**src/rtl/tmr_wdog_pkg.sv**
```systemverilog
`timescale 1ns/1ps
package tmr_wdog_pkg;
    localparam int unsigned DATA_W  = 32;
    localparam int unsigned NUM_GPT = 2;
    localparam int unsigned ST_W    = 5;
    localparam logic [DATA_W-1:0] WD_UNLOCK = 32'h0000_482E;

    // word index of each register (byte offset / 4)
    localparam int unsigned IDX_STAMP  = 0;
    localparam int unsigned IDX_GPT0   = 1;  // timer i count at 1+2i, reload at 2+2i
    localparam int unsigned IDX_WD_CNT = 5;
    localparam int unsigned IDX_WD_CTL = 6;
    localparam int unsigned IDX_WD_KEY = 7;
    localparam int unsigned IDX_STATUS = 8;

    // status bit positions
    localparam int unsigned ST_STAMP = 2;
    localparam int unsigned ST_WDIRQ = 3;
    localparam int unsigned ST_WRST  = 4;
endpackage

```
**src/rtl/tmr_gp_timer.sv**
```systemverilog
`timescale 1ns/1ps
module tmr_gp_timer #(
    parameter int unsigned W = 32
) (
    input  logic         clk,
    input  logic         rst_n,
    input  logic         cnt_wr,
    input  logic         rld_wr,
    input  logic [W-1:0] wdata,
    output logic [W-1:0] cnt_o,
    output logic [W-1:0] rld_o,
    output logic         fire_o
);
    typedef struct packed {
        logic [W-1:0] cnt;
        logic [W-1:0] rld;
    } gpt_state_t;

    gpt_state_t st_d, st_q;

    always_comb begin
        st_d   = st_q;
        fire_o = 1'b0;
        if (st_q.rld[0] && !cnt_wr && !rld_wr) begin
            if (st_q.cnt == '0) begin
                fire_o = 1'b1;
                if (st_q.rld[1]) st_d.rld[0] = 1'b0;
                else             st_d.cnt    = {st_q.rld[W-1:2], 2'b00};
            end else begin
                st_d.cnt = st_q.cnt - 1'b1;
            end
        end
        if (cnt_wr) st_d.cnt = wdata;
        if (rld_wr) st_d.rld = wdata;
    end

    always_ff @(posedge clk or negedge rst_n) begin
        if (!rst_n) st_q <= '0;
        else        st_q <= st_d;
    end

    assign cnt_o = st_q.cnt;
    assign rld_o = st_q.rld;
endmodule

```
**src/rtl/tmr_wdog_core.sv**
```systemverilog
`timescale 1ns/1ps
module tmr_wdog_core
    import tmr_wdog_pkg::*;
(
    input  logic              clk,
    input  logic              rst_n,
    input  logic              cnt_wr,
    input  logic              ctl_wr,
    input  logic              key_wr,
    input  logic [DATA_W-1:0] wdata,
    output logic [DATA_W-1:0] cnt_o,
    output logic [2:0]        ctl_o,
    output logic [DATA_W-1:0] key_o,
    output logic              unlocked_o,
    output logic              irq_evt_o,
    output logic              rst_evt_o
);
    typedef struct packed {
        logic [DATA_W-1:0] cnt;
        logic [2:0]        ctl;   // [0] reset en, [1] irq en, [2] run
        logic [DATA_W-1:0] key;
    } wd_state_t;

    wd_state_t st_d, st_q;
    logic      cnt_ok, ctl_ok;
    logic      unused_hi;

    assign unused_hi  = ^wdata[DATA_W-1:3];
    assign unlocked_o = (st_q.key == WD_UNLOCK);
    assign cnt_ok     = cnt_wr && unlocked_o;
    assign ctl_ok     = ctl_wr && unlocked_o;

    always_comb begin
        st_d      = st_q;
        irq_evt_o = 1'b0;
        rst_evt_o = 1'b0;
        if (st_q.ctl[2] && !cnt_ok && !ctl_ok) begin
            if (st_q.cnt == '0) begin
                irq_evt_o    = st_q.ctl[1];
                rst_evt_o    = st_q.ctl[0];
                st_d.ctl[2]  = 1'b0;
            end else begin
                st_d.cnt = st_q.cnt - 1'b1;
            end
        end
        if (cnt_ok) st_d.cnt = wdata;
        if (ctl_ok) st_d.ctl = wdata[2:0];
        if (key_wr) st_d.key = wdata;
    end

    always_ff @(posedge clk or negedge rst_n) begin
        if (!rst_n) st_q <= '0;
        else        st_q <= st_d;
    end

    assign cnt_o = st_q.cnt;
    assign ctl_o = st_q.ctl;
    assign key_o = st_q.key;
endmodule

```
**src/rtl/tmr_wdog_unit.sv**
```systemverilog
`timescale 1ns/1ps
module tmr_wdog_unit
    import tmr_wdog_pkg::*;
#(
    parameter int unsigned ADDR_W = 6
) (
    input  logic              clk,
    input  logic              rst_n,
    input  logic              reg_we,
    input  logic [ADDR_W-1:0] reg_addr,
    input  logic [31:0]       reg_wdata,
    output logic [31:0]       reg_rdata,
    output logic [4:0]        evt_status,
    output logic              warm_rst_req
);
    localparam int unsigned IDX_W = ADDR_W - 2;

    typedef struct packed {
        logic [DATA_W-1:0] ts;
        logic [ST_W-1:0]   status;
        logic              warm;
    } top_state_t;

    top_state_t st_d, st_q;

    logic [IDX_W-1:0]  idx;
    logic              unused_lsb;
    logic [DATA_W-1:0] tm_cnt [NUM_GPT];
    logic [DATA_W-1:0] tm_rld [NUM_GPT];
    logic [NUM_GPT-1:0] tm_fire;
    logic [DATA_W-1:0] wd_cnt, wd_key, ts_now;
    logic [2:0]        wd_ctl;
    logic              wd_unlocked, wd_irq_evt, wd_rst_evt;
    logic [ST_W-1:0]   evt;

    assign idx        = reg_addr[ADDR_W-1:2];
    assign unused_lsb = ^reg_addr[1:0];
    assign ts_now     = st_q.ts;

    for (genvar g = 0; g < NUM_GPT; g++) begin : g_gpt
        tmr_gp_timer #(.W(DATA_W)) i_gpt (
            .clk    (clk),
            .rst_n  (rst_n),
            .cnt_wr (reg_we && idx == IDX_W'(IDX_GPT0 + 2*g)),
            .rld_wr (reg_we && idx == IDX_W'(IDX_GPT0 + 2*g + 1)),
            .wdata  (reg_wdata),
            .cnt_o  (tm_cnt[g]),
            .rld_o  (tm_rld[g]),
            .fire_o (tm_fire[g])
        );
    end

    tmr_wdog_core i_wdog (
        .clk        (clk),
        .rst_n      (rst_n),
        .cnt_wr     (reg_we && idx == IDX_W'(IDX_WD_CNT)),
        .ctl_wr     (reg_we && idx == IDX_W'(IDX_WD_CTL)),
        .key_wr     (reg_we && idx == IDX_W'(IDX_WD_KEY)),
        .wdata      (reg_wdata),
        .cnt_o      (wd_cnt),
        .ctl_o      (wd_ctl),
        .key_o      (wd_key),
        .unlocked_o (wd_unlocked),
        .irq_evt_o  (wd_irq_evt),
        .rst_evt_o  (wd_rst_evt)
    );

    always_comb begin
        st_d = st_q;
        evt  = '0;
        evt[NUM_GPT-1:0] = tm_fire;
        evt[ST_WDIRQ]    = wd_irq_evt;
        evt[ST_WRST]     = wd_rst_evt;
        if (reg_we && idx == IDX_W'(IDX_STAMP)) begin
            st_d.ts = reg_wdata;
        end else begin
            evt[ST_STAMP] = &st_q.ts;
            st_d.ts       = st_q.ts + 1'b1;
        end
        if (reg_we && idx == IDX_W'(IDX_STATUS))
            st_d.status = st_q.status & ~reg_wdata[ST_W-1:0];
        st_d.status = st_d.status | evt;
        st_d.warm   = wd_rst_evt;
    end

    always_ff @(posedge clk or negedge rst_n) begin
        if (!rst_n) st_q <= '0;
        else        st_q <= st_d;
    end

    always_comb begin
        reg_rdata = '0;
        if (idx == IDX_W'(IDX_STAMP))  reg_rdata = st_q.ts;
        if (idx == IDX_W'(IDX_WD_CNT)) reg_rdata = wd_cnt;
        if (idx == IDX_W'(IDX_WD_CTL)) reg_rdata = {29'd0, wd_ctl};
        if (idx == IDX_W'(IDX_WD_KEY)) reg_rdata = wd_key;
        if (idx == IDX_W'(IDX_STATUS)) reg_rdata = {27'd0, st_q.status};
        for (int i = 0; i < NUM_GPT; i++) begin
            if (idx == IDX_W'(IDX_GPT0 + 2*i))     reg_rdata = tm_cnt[i];
            if (idx == IDX_W'(IDX_GPT0 + 2*i + 1)) reg_rdata = tm_rld[i];
        end
    end

    assign evt_status   = st_q.status;
    assign warm_rst_req = st_q.warm;
endmodule

```
**config.mk**
```make
export PLATFORM = sky130hd
export DESIGN_NAME = tmr_wdog_unit
export DESIGN_NICKNAME = d
export VERILOG_FILES = /design/src/rtl/tmr_wdog_pkg.sv /design/src/rtl/tmr_gp_timer.sv /design/src/rtl/tmr_wdog_core.sv /design/src/rtl/tmr_wdog_unit.sv
export SDC_FILE = /design/constraint.sdc
export NUM_CORES = 1
export LEC_CHECK = 0
export BUFFER_PORTS_ARGS = -buffer_cell sky130_fd_sc_hd__buf_2
export CORE_ASPECT_RATIO = 1.1
export CORE_UTILIZATION = 60
export DETAILED_ROUTE_END_ITERATION = 8
export PLACE_DENSITY = 0.79
export SLEW_MARGIN = 15
export SYNTH_ARGS = -nofsm -noshare
export SYNTH_HDL_FRONTEND = slang
export SYNTH_SLANG_ARGS = --single-unit
```
**constraint.sdc**
```tcl
create_clock -name clk -period 3.7 [get_ports clk]
set_clock_uncertainty 0.05 [all_clocks]
set_input_delay 0.555 -clock clk [delete_from_list [all_inputs] [get_ports clk]]
set_output_delay 0.555 -clock clk [all_outputs]
set_load 0.02 [all_outputs]
```
==> key figures <==
Drt
  – Routed wirelength normalized by instance count: 24.3 µm
  – Post-Route WL: 43200 µm
  – Met2 routed WL: 19700 µm
  – Antenna Nets Post-Route: 0
  – DRC Markers: 2
  – Via Count: 12500
  – M1 WL: 17000 µm
  – Vias per inst: 7.02
  – Drt initial violations: 1695
  – Met3 WL: 4930 µm
  – DRT Pass-1 Iters: 9
  – Highest metal used: met4

Synth
  – Synth area leaders: dfrtp_1 (42%), mux2_2 (7.7%), a22oi_1 (3.8%), nor2_1 (3.5%), xnor2_1 (3.3%)
  – Syn avg cell area: 9.74 µm²
  – Post-Syn Instances: 1412
  – Synthesized cell area: 13700 µm²
  – Synth Register Bits: 233
  – Top cells by count, synth: dfrtp_1 (233), nor2_1 (130), mux2_2 (94), nand2_1 (77), clkbuf_1 (73)
  – FFs w/ async S/R, synth: 100%
  – Most common flop cell mapped by yosys: dfrtp_1
  – Sequential area share after synthesis: 42.4%
  – Yosys top cell by area: dfrtp_1
  – EDFF count, synth: 0
  – Synth warn: 0
  – Synthesized net count: 1460
  – Most common cell in the synthesized netlist: dfrtp_1
  – Number of distinct library cells after synthesis: 73
  – Share of the synthesized area in the top cell type: 42.4%

Global route
  – Total gr overflow: 0
  – First-pass GRT wire length: 67900 µm
  – GR Util All Layers: 37.0%
  – Initial antenna violation count: 1
  – Number of global-route vias before repair: 11700
  – Largest net degree at the start of global routing: 91

Placed design
  – # port buffers: 76
  – Pre-CTS setup slack: 551 ps
  – Placed Cells: 1727
  – DP HPWL: 30800 µm
  – Final GP Congestion: 0.996

Die
  – Initial Util: 61.8%
  – Num ports: 79
  – Core region area: 22300 µm²
  – Die X: 146 µm
  – FP Rows: 57
  – Die span in y: 161 µm
  – Die area: 23500 µm²

Job
  – Max cap viols: 0

Worst setup path
  – Critical path class: reg -> reg
  – Crit path DAT: 3400 ps
  – Worst r2r path cells: 7
  – Required @ worst endpoint: 4040 ps
  – Crit path max fanout: 28
  – CP endpoint kind: register
  – Critical path startpoint category: register

CTS
  – CTS buffer count: 26
  – Clock sinks: 233
  – CTS max path bufs: 3
  – CTS tree: done
  – Post-CTS setup buffer count: 0
  – H-tree levels: 1
  – Hold buffers post-CTS: 1
  – Clock Latency Late Sink: 550 ps
  – Resize count post-CTS: 0
  – Clock transition at the registers of the reported paths: 60 ps
  – Clk root buf: clkbuf_16

Layout
  – Non-Filler Instances: 1776
  – Final nets: 1509
  – Share of layout cells above drive strength 1: 20.0%
  – Synth-to-layout area growth: 11.7%

Pwr
  – Flop pwr share: 43.7%
  – VDD IR max: 422 µV
  – P_sw: 3.44 mW
  – Clock network power share: 28.5%
  – LEAKAGE: 6.48 nW
  – Sw Ratio: 36.1%
  – Internal power: 6.09 mW
  – Power Density: 620 nW/µm²
  – Combinational Power Share: 27.7%

STA
  – Worst slew margin: 43.2%
  – Fmax: 0.326 GHz
  – Total Neg Setup Slack: 0 ps
  – RSZ-0062 raised after global routing: false
  – Finish-stage setup viols: 0
  – Final hold viol count: 0
  – Post-route setup slack: 637 ps
  – Final Critical Period: 3060 ps
  – Worst Max-Slew Pin Slew: 853 ps
  – Final worst-path cycle share: 82.8%
  – Slew Limit Fails: 0

Run status
  – Failing checks: design-rule violations
  – Run status: finished with violations

Hold path
  – Hold Crit Class: in -> reg
  – Hold Path Depth: 3
[stage by stage]
stage / power (mW) / area [µm²] / util, % / hold WS (ps)
after floorplan: 5.83 / 13700 / - / 209
after global placement: 6.62 / 14400 / 64.9 / 445
after detailed placement: 6.73 / 14400 / 64.9 / 449
after CTS: 9.45 / 15400 / 69.0 / 288
after global routing: 9.94 / 15400 / 69.0 / 323
final: 9.53 / 15400 / 69.0 / 302
[power groups by stage]
stage               logic [mW]  registers, mW  clock network [mW]
floorplan                 2.01           3.82                   0
global placement          2.51           4.11                   0
detailed placement        2.58           4.15                   0
CTS                       2.61           4.12                2.73
global route              2.86           4.25                2.83
finish                    2.64           4.17                2.72
[layout make-up]
cell class                 instances  area (µm²)
inverter                          16        60.1
clock buffer                      42         822
sequential                       233        5830
timing repair buffer             121         768
antenna                            1        2.50
fill                            1762        6900
clock inverter                     5        77.6
multi-input combinational       1063        7430
tap                              295         369
[placed cells by master (no fill, tap or decap), drive strengths merged, types with 30 or more instances in the layout]
master / instances
nand2: 78
xor2: 47
buf: 120
a221o: 33
a21oi: 66
dfrtp: 233
or3: 31
clkbuf: 42
nor2: 131
a222oi: 30
o21ai: 69
a22oi: 78
nor4: 45
mux2: 94
xnor2: 52
nor3: 45
nand3: 58
a211oi: 31
[state kept, by name, indices dropped and copies added, names as in the netlist]
register,count
g_gpt.i_gpt.cnt_o,64
i_wdog.ctl_o,3
warm_rst_req,1
i_wdog.key_o,32
g_gpt.i_gpt.rld_o,64
i_wdog.cnt_o,32
evt_status,5
ts_now,32
[worst max-delay path, cell delays in order, from the launching register on]
cell and delay, ps:
dfrtp_1 400, nor4_1 720, nand4_1 390, o41ai_4 450
buf_4 350, nand4b_1 300, or3_1 150, a31oi_1 80
[final timing paths]
path,startpoint,to,slack (ps)
worst min-delay path,reg_wdata[0],i_wdog.cnt_o[0],300
min in group asynchronous,rst_n,i_wdog.cnt_o[4],500
worst max register to register,i_wdog.key_o[20],i_wdog.cnt_o[27],640
worst min register to register,i_wdog.key_o[10],i_wdog.key_o[10],480
worst max-delay path,i_wdog.key_o[20],i_wdog.cnt_o[27],640
max in group asynchronous,rst_n,g_gpt[1].i_gpt.rld_o[9],2150
[routing by layer]
layer | global-route usage [%] | vias up
li1 | - | 5472
met1 | 52.3 | 6141
met2 | 57.9 | 763
met3 | 6.39 | 95
met4 | 12.3 | 0
met5 | 0 | -
[cell families (layout without fill, tap and decap cells)]
group,count (synthesis),after routing,synth area share (%)
and+or+nand+nor,487,487,18.9
DFF,233,233,42.4
muxes,99,99,8.06
adders and majority gates,7,7,0.637
other,0,1,0
buffers and inverters,116,184,4.04
xor gates and xnor gates,99,99,6.31
AOI/OAI and AO/OA,371,371,19.7
Power figures use the tool's default switching activity.
